===== src/rtl/pin_timer.sv =====
`timescale 1ns/1ps
module pin_timer #(
  parameter int CNT_W = 16,
  parameter int AW    = 2
) (
  input  logic             clk,
  input  logic             rst_n,
  input  logic             reg_we,
  input  logic [AW-1:0]    reg_addr,
  input  logic [CNT_W-1:0] reg_wdata,
  output logic [CNT_W-1:0] reg_rdata,
  input  logic             pin_in,
  output logic             pin_out,
  output logic             pin_oe,
  output logic             irq
);
  localparam int CW = 6;
  localparam logic [2:0] M_GPIO  = 3'd0;
  localparam logic [2:0] M_PULSE = 3'd1;
  localparam logic [2:0] M_TOG   = 3'd2;
  localparam logic [2:0] M_ECLK  = 3'd3;
  localparam logic [2:0] M_GATE  = 3'd4;
  localparam logic [AW-1:0] A_PER = AW'(0);
  localparam logic [AW-1:0] A_CTL = AW'(1);
  localparam logic [AW-1:0] A_CNT = AW'(2);
  localparam logic [AW-1:0] A_PIN = AW'(3);

  logic [CNT_W-1:0] period_q, cnt;
  logic [CW-1:0]    ctl_q;
  logic [2:0]       sh;
  logic             tog, irq_q, tick, hit;
  logic             run, gdir, gval, pin_s, rise;
  logic [2:0]       mode;

  assign run   = ctl_q[0];
  assign mode  = ctl_q[3:1];
  assign gdir  = ctl_q[4];
  assign gval  = ctl_q[5];
  assign pin_s = sh[1];
  assign rise  = sh[1] & ~sh[2];
  assign hit   = run && tick && (cnt == period_q);
  assign irq   = irq_q;

  always_comb begin
    case (mode)
      M_ECLK:  tick = rise;
      M_GATE:  tick = pin_s;
      default: tick = 1'b1;
    endcase
  end

  always_ff @(posedge clk or negedge rst_n) begin
    if (!rst_n) sh <= '0;
    else        sh <= {sh[1:0], pin_in};
  end

  always_ff @(posedge clk or negedge rst_n) begin
    if (!rst_n) begin
      period_q <= '0;
      ctl_q    <= '0;
    end else if (reg_we) begin
      case (reg_addr)
        A_PER:   period_q <= reg_wdata;
        A_CTL:   ctl_q    <= reg_wdata[CW-1:0];
        default: ;
      endcase
    end
  end

  always_ff @(posedge clk or negedge rst_n) begin
    if (!rst_n)             cnt <= '0;
    else if (!run)          cnt <= '0;
    else if (hit)           cnt <= '0;
    else if (tick)          cnt <= cnt + 1'b1;
  end

  always_ff @(posedge clk or negedge rst_n) begin
    if (!rst_n) begin
      irq_q <= 1'b0;
      tog   <= 1'b0;
    end else begin
      irq_q <= hit;
      if (hit && mode == M_TOG) tog <= ~tog;
    end
  end

  always_comb begin
    case (mode)
      M_PULSE: begin pin_oe = 1'b1; pin_out = irq_q;       end
      M_TOG:   begin pin_oe = 1'b1; pin_out = tog;         end
      M_GPIO:  begin pin_oe = gdir; pin_out = gdir & gval; end
      default: begin pin_oe = 1'b0; pin_out = 1'b0;        end
    endcase
  end

  always_comb begin
    case (reg_addr)
      A_PER:   reg_rdata = period_q;
      A_CTL:   reg_rdata = {{(CNT_W-CW){1'b0}}, ctl_q};
      A_CNT:   reg_rdata = cnt;
      A_PIN:   reg_rdata = {{(CNT_W-2){1'b0}}, tog, pin_s};
      default: reg_rdata = '0;
    endcase
  end
endmodule


===== config.mk =====
export PLATFORM = sky130hd
export DESIGN_NAME = pin_timer
export DESIGN_NICKNAME = d
export VERILOG_FILES = /design/src/rtl/pin_timer.sv
export SDC_FILE = /design/constraint.sdc
export NUM_CORES = 1
export LEC_CHECK = 0
export BUFFER_PORTS_ARGS = -buffer_cell sky130_fd_sc_hd__buf_4
export CORE_ASPECT_RATIO = 0.6
export CORE_MARGIN = 2
export CORE_UTILIZATION = 50
export DETAILED_ROUTE_END_ITERATION = 7
export PLACE_DENSITY = 0.72
export SLEW_MARGIN = 20
export SYNTH_ARGS = -nofsm -noshare
export SYNTH_HDL_FRONTEND = slang
export SYNTH_SLANG_ARGS = --single-unit

===== constraint.sdc =====
create_clock -name clk -period 3.8 [get_ports clk]
set_clock_uncertainty 0.2 [all_clocks]
set_input_delay 0.57 -clock clk [delete_from_list [all_inputs] [get_ports clk]]
set_output_delay 0.57 -clock clk [all_outputs]
set_load 0.005 [all_outputs]

### Yosys cells after proc, flatten, opt, wreduce, memory -nomap -nowiden

Cells that the tools add are included.

| operators by class | value |
|---|---|
| add/subtract/negate cells | 1 |
| eq/ne operators | 9 |
| multiplexer cells | 7 |
| bitwise gates (word level) | 4 |
| reductions and logical operators | 8 |

Operators with widths:

| kind | count |
|---|---|
| $pmux W16 S4 | 1 |
| $mux W16 | 3 |
| $add A16 B1 Y16 const B | 1 |
| $eq A16 B16 Y1 | 1 |
| $eq A3 B2 Y1 const B | 2 |
| $eq A2 B2 Y1 const B | 2 |
| $pmux W1 S2 | 2 |
| $reduce_and A2 Y1 | 2 |
| $eq A3 B1 Y1 const B | 1 |
| $eq A3 B3 Y1 const B | 1 |
| $logic_and A1 B1 Y1 | 3 |
| $logic_not A3 Y1 | 1 |
| $ne A3 B1 Y1 const B | 1 |
| $pmux W1 S3 | 1 |
| $and A1 B1 Y1 | 2 |
| $eq A2 B1 Y1 const B | 1 |
| $logic_not A2 Y1 | 1 |
| $not A1 Y1 | 2 |
| $reduce_or A2 Y1 | 1 |

| word-level totals | value |
|---|---|
| bits in registers | 43 |
| input bits | 22 |
| output and inout bits | 19 |
| word-level logic and storage cells | 35 |

### Depth between registers and ports, before layout

Gate-level depths: netlist (run 1).

| depth | value |
|---|---|
| word-level depth | 7 |
| depth in mapped cells | 7 |
| gate-level depth less buffers | 5 |

### Least setup slack after synthesis (run 1)

Ideal clock, no wire load.

| timing path | value |
|---|---|
| kind | input-to-output |
| start point | input port reg_addr[1] |
| end point | output port reg_rdata[10] |
| data arrival time | 1581 ps |
| data required time | 3030 ps |
| path slack | 1449 ps |
| cell stages on the path | 4 |
| path buffers | 2 |
| cells stage by stage | clkbuf_1 > clkbuf_1 > mux2i_1 > nor2_1 |

| on the way | value |
|---|---|
| cells in the longest elaborated chain, start to end | 2 |
| elaborated cells between the ends (all ways) | 5 |
| classes of those cells | eq/ne: 3; mux: 1; reduce/logical: 1 |

Ends and longest elaborated chain:

| element | line | RTL |
|---|---|---|
| start: declaration | 9 | `input logic [AW-1:0] reg_addr,` |
| $eq A2 B2 Y1, or another cell as far along | 97 | `case (reg_addr)` |
| $pmux W16 S4 * | 97 |  |
| end: declaration | 11 | `output logic [CNT_W-1:0] reg_rdata,` |

Mark *: on every way between the ends. The rest lies on a longest branch, timed or not.

### Worst setup path in the final report (run 1)

| timing path | value |
|---|---|
| start point | register cnt[6] |
| end point | register cnt[6] |

| on the way | value |
|---|---|
| cells in the longest elaborated chain, start to end | 4 |
| elaborated cells between the ends (all ways) | 7 |
| classes of those cells | add/sub: 1; eq/ne: 2; mux: 3; reduce/logical: 1 |

Ends and longest elaborated chain:

| element | line | RTL |
|---|---|---|
| start: declaration | 28 | `logic [CNT_W-1:0] period_q, cnt;` |
| start signal: assignment | 74 | `else if (tick) cnt <= cnt + 1'b1;` |
| $add A16 B1 Y16 or $eq A16 B16 Y1 (tied branches) | 74, 41 |  |
| $mux W16 or $logic_and A1 B1 Y1 (tied branches) | 74, 41 |  |
| $mux W16 | 73 | `else if (hit) cnt <= '0;` |
| $mux W16 | 72 | `else if (!run) cnt <= '0;` |

Parallel ways exist; a longest one is shown, timed or not. The select of a mux whose other input is x is not followed.
A chain may end at the register's enable or synchronous reset.

==> results of run 1 <==
cell type report:
type | instances | area [sq um] | area share
timing repair buffer | 41 | 308 | 0.107
sequential | 43 | 1080 | 0.374
clock buffer | 6 | 82.6 | 0.0287
clock inverter | 2 | 35.0 | 0.0122
multi-input combinational | 167 | 1280 | 0.444
inverter | 5 | 18.8 | 0.00652
tap | 63 | 78.8 | 0.0274
state kept, by name, summed over array words and instances (netlist names):
signal,cells
cnt,16
ctl_q,6
irq,1
period_q,16
sh,3
tog,1
metal layers:
layer	GRT usage	share of wire	vias up
li1	-	-	887
met1	0.352	0.53	913
met2	0.267	0.39	54
met3	0.0679	0.074	5
met4	0.0559	0.0069	0
met5	0	0	-
cells by family (layout without fill, tap and decap cells):
logic type,count (synthesis),after routing,synth area share
buffers and inverters,23,54,0.0571
multiplexers,38,38,0.173
AND/OR/NAND/NOR,74,74,0.162
XOR/XNOR,26,26,0.0942
adder cells (fa/ha/maj),1,1,0.00501
AO/OA/AOI/OAI,28,28,0.0777
flip-flops,43,43,0.431
worst reg2reg max path: stages, from the launching register on:
cell	delay, ns
dfrtp_1	0.50
xnor2_1	0.21
nand4_1	0.15
nor4_4	0.61
nor2_2	0.15
a221o_1	0.35
per-stage QoR:
step	setup slack, ns	util	hold WS (ns)	total power [uW]	area, sq um
final	1.52	0.614	0.0278	1230	2880
after CTS	1.53	0.614	0.0636	1240	2880
after global placement	1.56	0.589	0.133	863	2760
after global routing	1.34	0.614	0.0748	1300	2880
after detailed placement	1.54	0.589	0.140	869	2760
after floorplan	1.45	-	0.0744	770	2500
cell usage in the layout, fill, tap and decap left out, types with 2 or more instances in the layout:
| master | instances |
|---|---|
| o21ai_0 | 14 |
| mux2i_1 | 14 |
| buf_4 | 41 |
| nand3_1 | 9 |
| dfrtp_1 | 43 |
| xor2_1 | 5 |
| nand4_1 | 6 |
| a22o_1 | 2 |
| a211oi_1 | 2 |
| a221o_1 | 2 |
| clkbuf_8 | 6 |
| mux2_2 | 22 |
| inv_1 | 5 |
| xnor2_1 | 20 |
| nor4_1 | 4 |
| and3_1 | 2 |
| nand2_1 | 19 |
| nor2b_1 | 2 |
| mux4_2 | 2 |
| nor3_1 | 6 |
| nor2_1 | 15 |
power groups by stage:
stage                     logic [uW]  registers, uW  clock network, uW
final                            264            595                371
after global routing             295            604                399
after CTS                        269            592                378
after detailed placement         267            602                  0
after global placement           264            599                  0
after floorplan                  205            565                  0
how the worst min path moves through the flow:
stage | startpoint | end | slack [ns] | cells after the start
after floorplan | rst_n | cnt[0] | 0.07 | 0
after global placement | sh[0] | sh[1] | 0.13 | 0
after detailed placement | sh[0] | sh[1] | 0.14 | 0
after CTS | rst_n | cnt[7] | 0.06 | 1
after global routing | rst_n | cnt[8] | 0.07 | 1
final | rst_n | cnt[8] | 0.03 | 1
==> impl_metrics.env, run 1 <==
export IMPL_cts_clk_slew_worst_paths_ns=0.09
export IMPL_ys_flop_type="dfrtp_1"
export IMPL_p_clk_frac=0.302
export IMPL_grt_pass1_wl_mm=8.98
export IMPL_nets=286
export IMPL_wirelength_mm=5.39
export IMPL_drc=0
export IMPL_netSwitchingFraction=0.287
export IMPL_hpwl_mm=4.06
export IMPL_p_leak_uw=0.00123
export IMPL_path_buf_inv=0
export IMPL_cp_num_cells=5
export IMPL_htreeDepth=2
export IMPL_synth_edf_count=0
export IMPL_fill_cells=393
export IMPL_yosys_warnings=0
export IMPL_post_cts_resized=0
export IMPL_post_cts_buffers=0
export IMPL_netlist_top_cells_count="dfrtp_1 (43), mux2_2 (22), xnor2_1 (20), nand2_1 (19), nor2_1 (15)"
export IMPL_cts_made_buffers=5
export IMPL_tns_ns=0
export IMPL_synth_seq_cells=43
export IMPL_first_pass_iters=4
export IMPL_antenna_found_initial=0
export IMPL_die_w_um=95.2
export IMPL_worstPathArrival_ns=2.26
export IMPL_finalSetupViolations=0
export IMPL_row_count=19
export IMPL_p_seq_frac=0.484
export IMPL_min_path_type="in2async"
export IMPL_internal_power_uw=877
export IMPL_grt_max_degree=44
export IMPL_cts_sinks=43
export IMPL_clock_tree_root_cell="clkbuf_8"
export IMPL_rsz0062_at_grt="no"
export IMPL_synthTopCellsByArea="dfrtp_1 (43%), mux2_2 (9.9%), xnor2_1 (7.0%)"
export IMPL_power_density_mw_per_mm2=427
export IMPL_status="finished, final reports clean"
export IMPL_finalMaxSlewViolations=0
export IMPL_max_freq_mhz=440
export IMPL_reg2reg_to="cnt[6]"
export IMPL_routed_via_count=1859
export IMPL_crit_end="cnt[6]"
export IMPL_crit_path_end_kind="flop"
export IMPL_path_cells="xnor2_1 -> nand4_1 -> nor4_4 -> nor2_2 -> a221o_1"
export IMPL_avgSynthCellArea_sq_um=10.7
export IMPL_grt_pass1_vias=1721
export IMPL_syn_inst=233
export IMPL_criticalPathCategory="reg2reg"
export IMPL_finalNonFillerCells=327
export IMPL_cp_top_family="simple AND/OR/NAND/NOR gates"
export IMPL_finalCritPeriodShare=0.599
export IMPL_grt_usage=0.216
export IMPL_ir_worst_vdd_mv=0.272
export IMPL_worst_pin_slew_ns=0.604
export IMPL_diodes=0
export IMPL_synth_most_common_cell="dfrtp_1"
export IMPL_start_util=0.533
export IMPL_clkLatencyLatePin_ns=0.30
export IMPL_hold_violations=0
export IMPL_cp_required_ns=3.78
export IMPL_switchingPower_uw=353
export IMPL_syn_cell_area_sq_mm=0.00250
export IMPL_postRouteAntennaNets=0
export IMPL_max_slew_margin=0.595
export IMPL_gp_congestion=0.755
export IMPL_wl_per_cell_um=16.5
export IMPL_drive_above_1_share=0.311
export IMPL_reg2reg_depth=5
export IMPL_syn_num_nets=256
export IMPL_synth_top_area_cell="dfrtp_1"
export IMPL_cts_tree="yes"
export IMPL_core_area_sq_mm=0.00468
export IMPL_synth_top_area_frac=0.431
export IMPL_ctsHoldBuffers=0
export IMPL_slowest_delay_ns=0.61
export IMPL_async_flop_share=1.00
export IMPL_num_io_pins=41
export IMPL_port_buffers=40
export IMPL_worstReg2RegStart="cnt[6]"
export IMPL_yosysSeqAreaShare=0.431
export IMPL_drt_vias_per_instance=5.69
export IMPL_gr_total_overflow=0
export IMPL_p_comb_frac=0.215
export IMPL_cp_start_kind="flop"
export IMPL_cp_max_fo=10
export IMPL_area_delta_synth_final_pct=15.2
export IMPL_clk_path_buf_depth=2
export IMPL_drt_initial_drc_count=84
export IMPL_cap_violations=0
export IMPL_die_area_sq_mm=0.00559
export IMPL_dpl_cell_count=319
export IMPL_ff2ff_setup_slack_ns=1.52
export IMPL_synth_distinct_cells=45
export IMPL_finalCriticalPeriod_ns=2.28
export IMPL_crit_path_start="cnt[6]"
export IMPL_fp_dieH_um=58.7
export IMPL_crit_path_top_delay_cell="nor4_4"
Note: power is estimated with default switching activity, not from simulation.
==> run 2, diff against run 1 <==
--- a/config.mk
+++ b/config.mk
@@ -10,7 +10,7 @@
 export CORE_MARGIN = 2
 export CORE_UTILIZATION = 50
 export DETAILED_ROUTE_END_ITERATION = 7
-export PLACE_DENSITY = 0.72
+export PLACE_DENSITY = 0.75
 export SLEW_MARGIN = 20
 export SYNTH_ARGS = -nofsm -noshare
 export SYNTH_HDL_FRONTEND = slang
==> constraint.sdc (replaced) <==
create_clock -name clk -period 2 [get_ports clk]
set_clock_uncertainty 0.2 [all_clocks]
set_input_delay 0.3 -clock clk [delete_from_list [all_inputs] [get_ports clk]]
set_output_delay 0.3 -clock clk [all_outputs]
set_load 0.005 [all_outputs]
==> impl_metrics.env, run 2 (synthesis results as in run 1) <==
export IMPL_status="finished, violations left"
export IMPL_failed_checks="setup timing"
export IMPL_die_area_sq_mm=0.00559
export IMPL_rsz0062_at_grt="yes"
export IMPL_tns_ns=-0.539
export IMPL_finalCritPeriodShare=1.07
export IMPL_worst_pin_slew_ns=0.556
export IMPL_cts_sinks=43
export IMPL_finalCriticalPeriod_ns=2.13
export IMPL_dpl_instance_area_sq_mm=0.00306
export IMPL_grt_pass1_vias=2048
export IMPL_cts_made_buffers=5
export IMPL_antenna_found_initial=0
export IMPL_cp_max_fo=5
export IMPL_clkLatencyLatePin_ns=0.29
export IMPL_final_cell_mix="buf_4 (87), dfrtp_1 (41), mux2_2 (22), xnor2_1 (19), nand2_1 (18)"
export IMPL_diodes=0
export IMPL_path_cells="xnor2_2 -> nand4_1 -> nor4_4 -> buf_4 -> nor2_4 -> a221o_1"
export IMPL_final_common_cell="buf_4"
export IMPL_gp_congestion=0.882
export IMPL_ff2ff_setup_slack_ns=-0.13
export IMPL_grt_max_degree=44
export IMPL_row_count=19
export IMPL_core_area_sq_mm=0.00468
export IMPL_drive_above_1_share=0.461
export IMPL_reg2reg_depth=6
export IMPL_crit_path_top_delay_cell="dfrtp_1"
export IMPL_postRouteAntennaNets=0
export IMPL_top_regs="cnt: 16 flops, period_q: 16 flops, ctl_q: 6 flops"
export IMPL_area_delta_synth_final_pct=34.9
export IMPL_finalSetupViolations=6
export IMPL_finalMaxSlewViolations=0
export IMPL_wl_per_cell_um=19.3
export IMPL_slowest_delay_ns=0.44
export IMPL_p_leak_uw=0.00151
export IMPL_clock_tree_root_cell="clkbuf_8"
export IMPL_power_density_mw_per_mm2=769
export IMPL_hpwl_mm=4.99
export IMPL_cts_tree="yes"
export IMPL_routed_via_count=2241
export IMPL_num_io_pins=41
export IMPL_min_path_type="in2reg"
export IMPL_reg2reg_to="cnt[6]"
export IMPL_worstPathArrival_ns=2.10
export IMPL_timing_hold_ws_ns=0.0344
export IMPL_hold_violations=0
export IMPL_cp_top_family="simple AND/OR/NAND/NOR gates"
export IMPL_htreeDepth=2
export IMPL_wirelength_mm=7.33
export IMPL_fp_dieH_um=58.7
export IMPL_worstReg2RegStart="period_q[1]"
export IMPL_hold_end="period_q[8]"
export IMPL_drc=0
export IMPL_dp_slack_ns=-0.0753
export IMPL_power_total_uw=2590
export IMPL_max_slew_margin=0.629
export IMPL_cp_required_ns=1.97
export IMPL_start_util=0.533
export IMPL_cap_violations=0
export IMPL_hold_path_depth=2
export IMPL_fill_cells=323
export IMPL_ir_worst_vdd_mv=0.504
export IMPL_grt_pass1_wl_mm=10.9
export IMPL_grt_usage=0.264
export IMPL_gr_total_overflow=0
export IMPL_drt_vias_per_instance=5.90
export IMPL_criticalPathCategory="reg2reg"
export IMPL_path_buf_inv=1
export IMPL_clk_path_buf_depth=2
export IMPL_first_pass_iters=5
export IMPL_nets=340
export IMPL_crit_path_end_kind="flop"
export IMPL_worst_slack_ns=-0.135
export IMPL_drt_initial_drc_count=254
export IMPL_min_delay_start="reg_wdata[8]"
export IMPL_cp_start_kind="flop"
export IMPL_port_buffers=40
export IMPL_max_freq_mhz=468
export IMPL_fin_area_sq_mm=0.00337
export IMPL_die_w_um=95.2
export IMPL_cts_clk_slew_worst_paths_ns=0.08
## run 2: changes by cell type in the layout (fill, tap and decap cells not counted), moves of 3 or more
cell,previous run,this run
nor4_1,4,1
buf_6,0,6
buf_4,41,87
nor4_2,0,3
## run 2: worst max-delay path by stage
| stage | startpoint | endpoint | slack [ns] | cells after the start |
|---|---|---|---|---|
| global placement | sh[1] | cnt[6] | -0.02 | 4 |
| global route | period_q[1] | cnt[6] | -0.14 | 6 |
| CTS | period_q[1] | cnt[3] | -0.09 | 6 |
| floorplan | ctl_q[1] | cnt[6] | 0.006 | 5 |
| detailed placement | cnt[6] | cnt[3] | -0.08 | 6 |
| finish | period_q[1] | cnt[6] | -0.13 | 6 |
## run 2: repair_timing
item / in CTS / in global routing
buffers inserted: 7 / 5
pin swaps: 10 / 6
hold endpoints to repair: 44 / 0
resized for setup: 7 / 15
hold buffers: 2 / 0
setup endpoints to repair: 5 / 18
## run 2: cell type report
type                       count  area, sq um  area share
clock buffer                   5         68.8      0.0204
tap                           63         78.8      0.0234
multi-input combinational    167         1340       0.399
sequential                    43         1080       0.320
timing repair buffer          95          741       0.220
clock inverter                 2         37.5      0.0111
inverter                       5         21.3     0.00632
## run 2: report_power, final
part           leakage (uW)  internal [uW]  switching (uW)
registers          0.000542            977             138
clock network     0.0000502            365             308
logic              0.000913            458             343
total               0.00151           1800             789
## run 2: layer usage
metal | GRT usage | vias to the layer above | routed length [um]
li1 | - | 996 | -
met1 | 0.441 | 1115 | 3510
met2 | 0.360 | 116 | 3160
met3 | 0.0474 | 14 | 593
met4 | 0.0311 | 0 | 69
met5 | 0 | - | 0
## run 2: stage by stage
step | util | cells
2_1_floorplan | - | 233
5_1_grt | 0.719 | 380
3_3_place_gp | 0.653 | 359
3_5_place_dp | 0.653 | 359
4_1_cts | 0.698 | 375
6_report | 0.719 | 380
==> run 3, diff against run 2 <==
--- a/config.mk
+++ b/config.mk
@@ -6,10 +6,11 @@
 export NUM_CORES = 1
 export LEC_CHECK = 0
 export BUFFER_PORTS_ARGS = -buffer_cell sky130_fd_sc_hd__buf_4
-export CORE_ASPECT_RATIO = 0.6
+export CORE_ASPECT_RATIO = 0.5
 export CORE_MARGIN = 2
 export CORE_UTILIZATION = 50
 export DETAILED_ROUTE_END_ITERATION = 7
+export GPL_TIMING_DRIVEN = 0
 export PLACE_DENSITY = 0.75
 export SLEW_MARGIN = 20
 export SYNTH_ARGS = -nofsm -noshare
==> impl_metrics.env, run 3 (synthesis results as in run 1) <==
export IMPL_min_delay_start="reg_wdata[14]"
export IMPL_finalCritPeriodShare=1.04
export IMPL_final_common_cell="buf_4"
export IMPL_worstReg2RegStart="cnt[9]"
export IMPL_worst_pin_slew_ns=0.642
export IMPL_clk_path_buf_depth=2
export IMPL_grt_usage=0.209
export IMPL_die_area_sq_mm=0.00561
export IMPL_postRouteAntennaNets=0
export IMPL_hpwl_mm=3.99
export IMPL_cts_made_buffers=5
export IMPL_fill_cells=402
export IMPL_criticalPathCategory="reg2reg"
export IMPL_grt_pass1_vias=1882
export IMPL_crit_path_top_delay_cell="dfrtp_2"
export IMPL_cp_start_kind="flop"
export IMPL_dp_slack_ns=-0.311
export IMPL_hold_violations=0
export IMPL_tns_ns=-0.228
export IMPL_gr_total_overflow=0
export IMPL_ir_worst_vdd_mv=0.318
export IMPL_antenna_found_initial=0
export IMPL_grt_max_degree=44
export IMPL_start_util=0.513
export IMPL_top_regs="cnt: 16 flops, period_q: 16 flops, ctl_q: 6 flops"
export IMPL_power_total_uw=2280
export IMPL_crit_path_end_kind="flop"
export IMPL_gp_congestion=0.846
export IMPL_core_area_sq_mm=0.00486
export IMPL_area_delta_synth_final_pct=26.4
export IMPL_failed_checks="setup timing"
export IMPL_power_density_mw_per_mm2=721
export IMPL_finalNonFillerCells=360
export IMPL_finalMaxSlewViolations=0
export IMPL_hold_path_depth=2
export IMPL_crit_path_start="cnt[9]"
export IMPL_cp_required_ns=1.97
export IMPL_wirelength_mm=5.72
export IMPL_wl_per_cell_um=15.9
export IMPL_multiInputGateArea_sq_mm=0.00136
export IMPL_worst_slack_ns=-0.0745
export IMPL_max_slew_margin=0.570
export IMPL_regArea_sq_mm=0.00108
export IMPL_worstPathArrival_ns=2.05
export IMPL_cts_sinks=43
export IMPL_drive_above_1_share=0.421
export IMPL_reg2reg_depth=6
export IMPL_max_freq_mhz=482
export IMPL_die_w_um=104
export IMPL_drt_initial_drc_count=73
export IMPL_cap_violations=0
export IMPL_cp_max_fo=5
export IMPL_clock_tree_root_cell="clkbuf_8"
export IMPL_rsz0062_at_grt="yes"
export IMPL_grt_pass1_wl_mm=9.14
export IMPL_final_cell_mix="buf_4 (52), dfrtp_1 (37), mux2_2 (22), nand2_1 (18), nor2_1 (15)"
export IMPL_dpl_cell_count=341
export IMPL_min_path_type="in2reg"
export IMPL_nets=314
export IMPL_finalCriticalPeriod_ns=2.07
export IMPL_drc=0
export IMPL_status="finished, violations left"
export IMPL_htreeDepth=2
export IMPL_port_buffers=38
export IMPL_cts_tree="yes"
export IMPL_path_cells="xnor2_1 -> nand4_1 -> nor4_4 -> buf_4 -> nor3_1 -> a211o_1"
export IMPL_routed_via_count=1945
export IMPL_row_count=18
export IMPL_fp_dieH_um=54.0
export IMPL_num_io_pins=41
export IMPL_first_pass_iters=5
export IMPL_slowest_delay_ns=0.46
export IMPL_clkLatencyLatePin_ns=0.29
export IMPL_p_leak_uw=0.00139
export IMPL_diodes=0
export IMPL_drt_vias_per_instance=5.40
export IMPL_finalSetupViolations=6
export IMPL_cts_clk_slew_worst_paths_ns=0.08
-- run 3: cell count changes in the layout (fill, tap and decap cells not counted), sizes merged --
cell,before,now
clkinvlp,1,0
bufinv,1,0
buf,93,62
clkbuf,5,11
-- run 3: report_power, final --
group          leakage (uW)  total [uW]  internal [uW]  switching (uW)
clock network     0.0000371         516            233             283
registers          0.000536        1110            978             131
logic              0.000822         651            366             285
total               0.00139        2280           1580             699
-- run 3: path summary, 6_finish.rpt --
path                            slack [ns]           end
max in group asynchronous             0.83        cnt[1]
worst min-delay path                  0.04  period_q[14]
min in group asynchronous             0.35   period_q[8]
worst max register to register       -0.07        cnt[3]
worst max-delay path                 -0.07        cnt[3]
worst min register to register        0.17         sh[1]
-- run 3: cell type report --
type	count	share of cell area
Clock buffer	6	0.0230
Multi-Input combinational cell	167	0.432
Timing Repair Buffer	54	0.132
Inverter	5	0.00595
Tap cell	70	0.0277
Sequential cell	43	0.343
Buffer	15	0.0357
-- run 3: stage by stage --
stage                      util  hold WS, ns  cell area, sq um
after global placement    0.590        0.122              2870
after global routing      0.649       0.0204              3160
after CTS                 0.629       0.0282              3060
after detailed placement  0.590        0.129              2870
after floorplan               -       -0.196              2500
final                     0.649       0.0387              3160
-- run 3: metal layers --
metal	share of wire	up-vias	global-route usage
li1	-	940	-
met1	0.48	964	0.266
met2	0.47	37	0.376
met3	0.043	4	0.0521
met4	0.0063	0	0.0405
met5	0	-	0
-- run 3: repair_timing --
item | CTS | global route
pin swaps | 8 | 8
setup buffers | 8 | 6
hold endpoints to repair | 44 | 0
gates resized for setup | 12 | 14
hold buffers | 2 | 0
setup endpoints to repair | 29 | 19
-- run 3: critical path: cells and delay by family (launching register included) --
kind | cells | cell delay, ns
flops | 1 | 0.46
compound gates | 1 | 0.26
xor+xnor | 1 | 0.19
simple gates | 3 | 0.65
buf+inv | 1 | 0.21
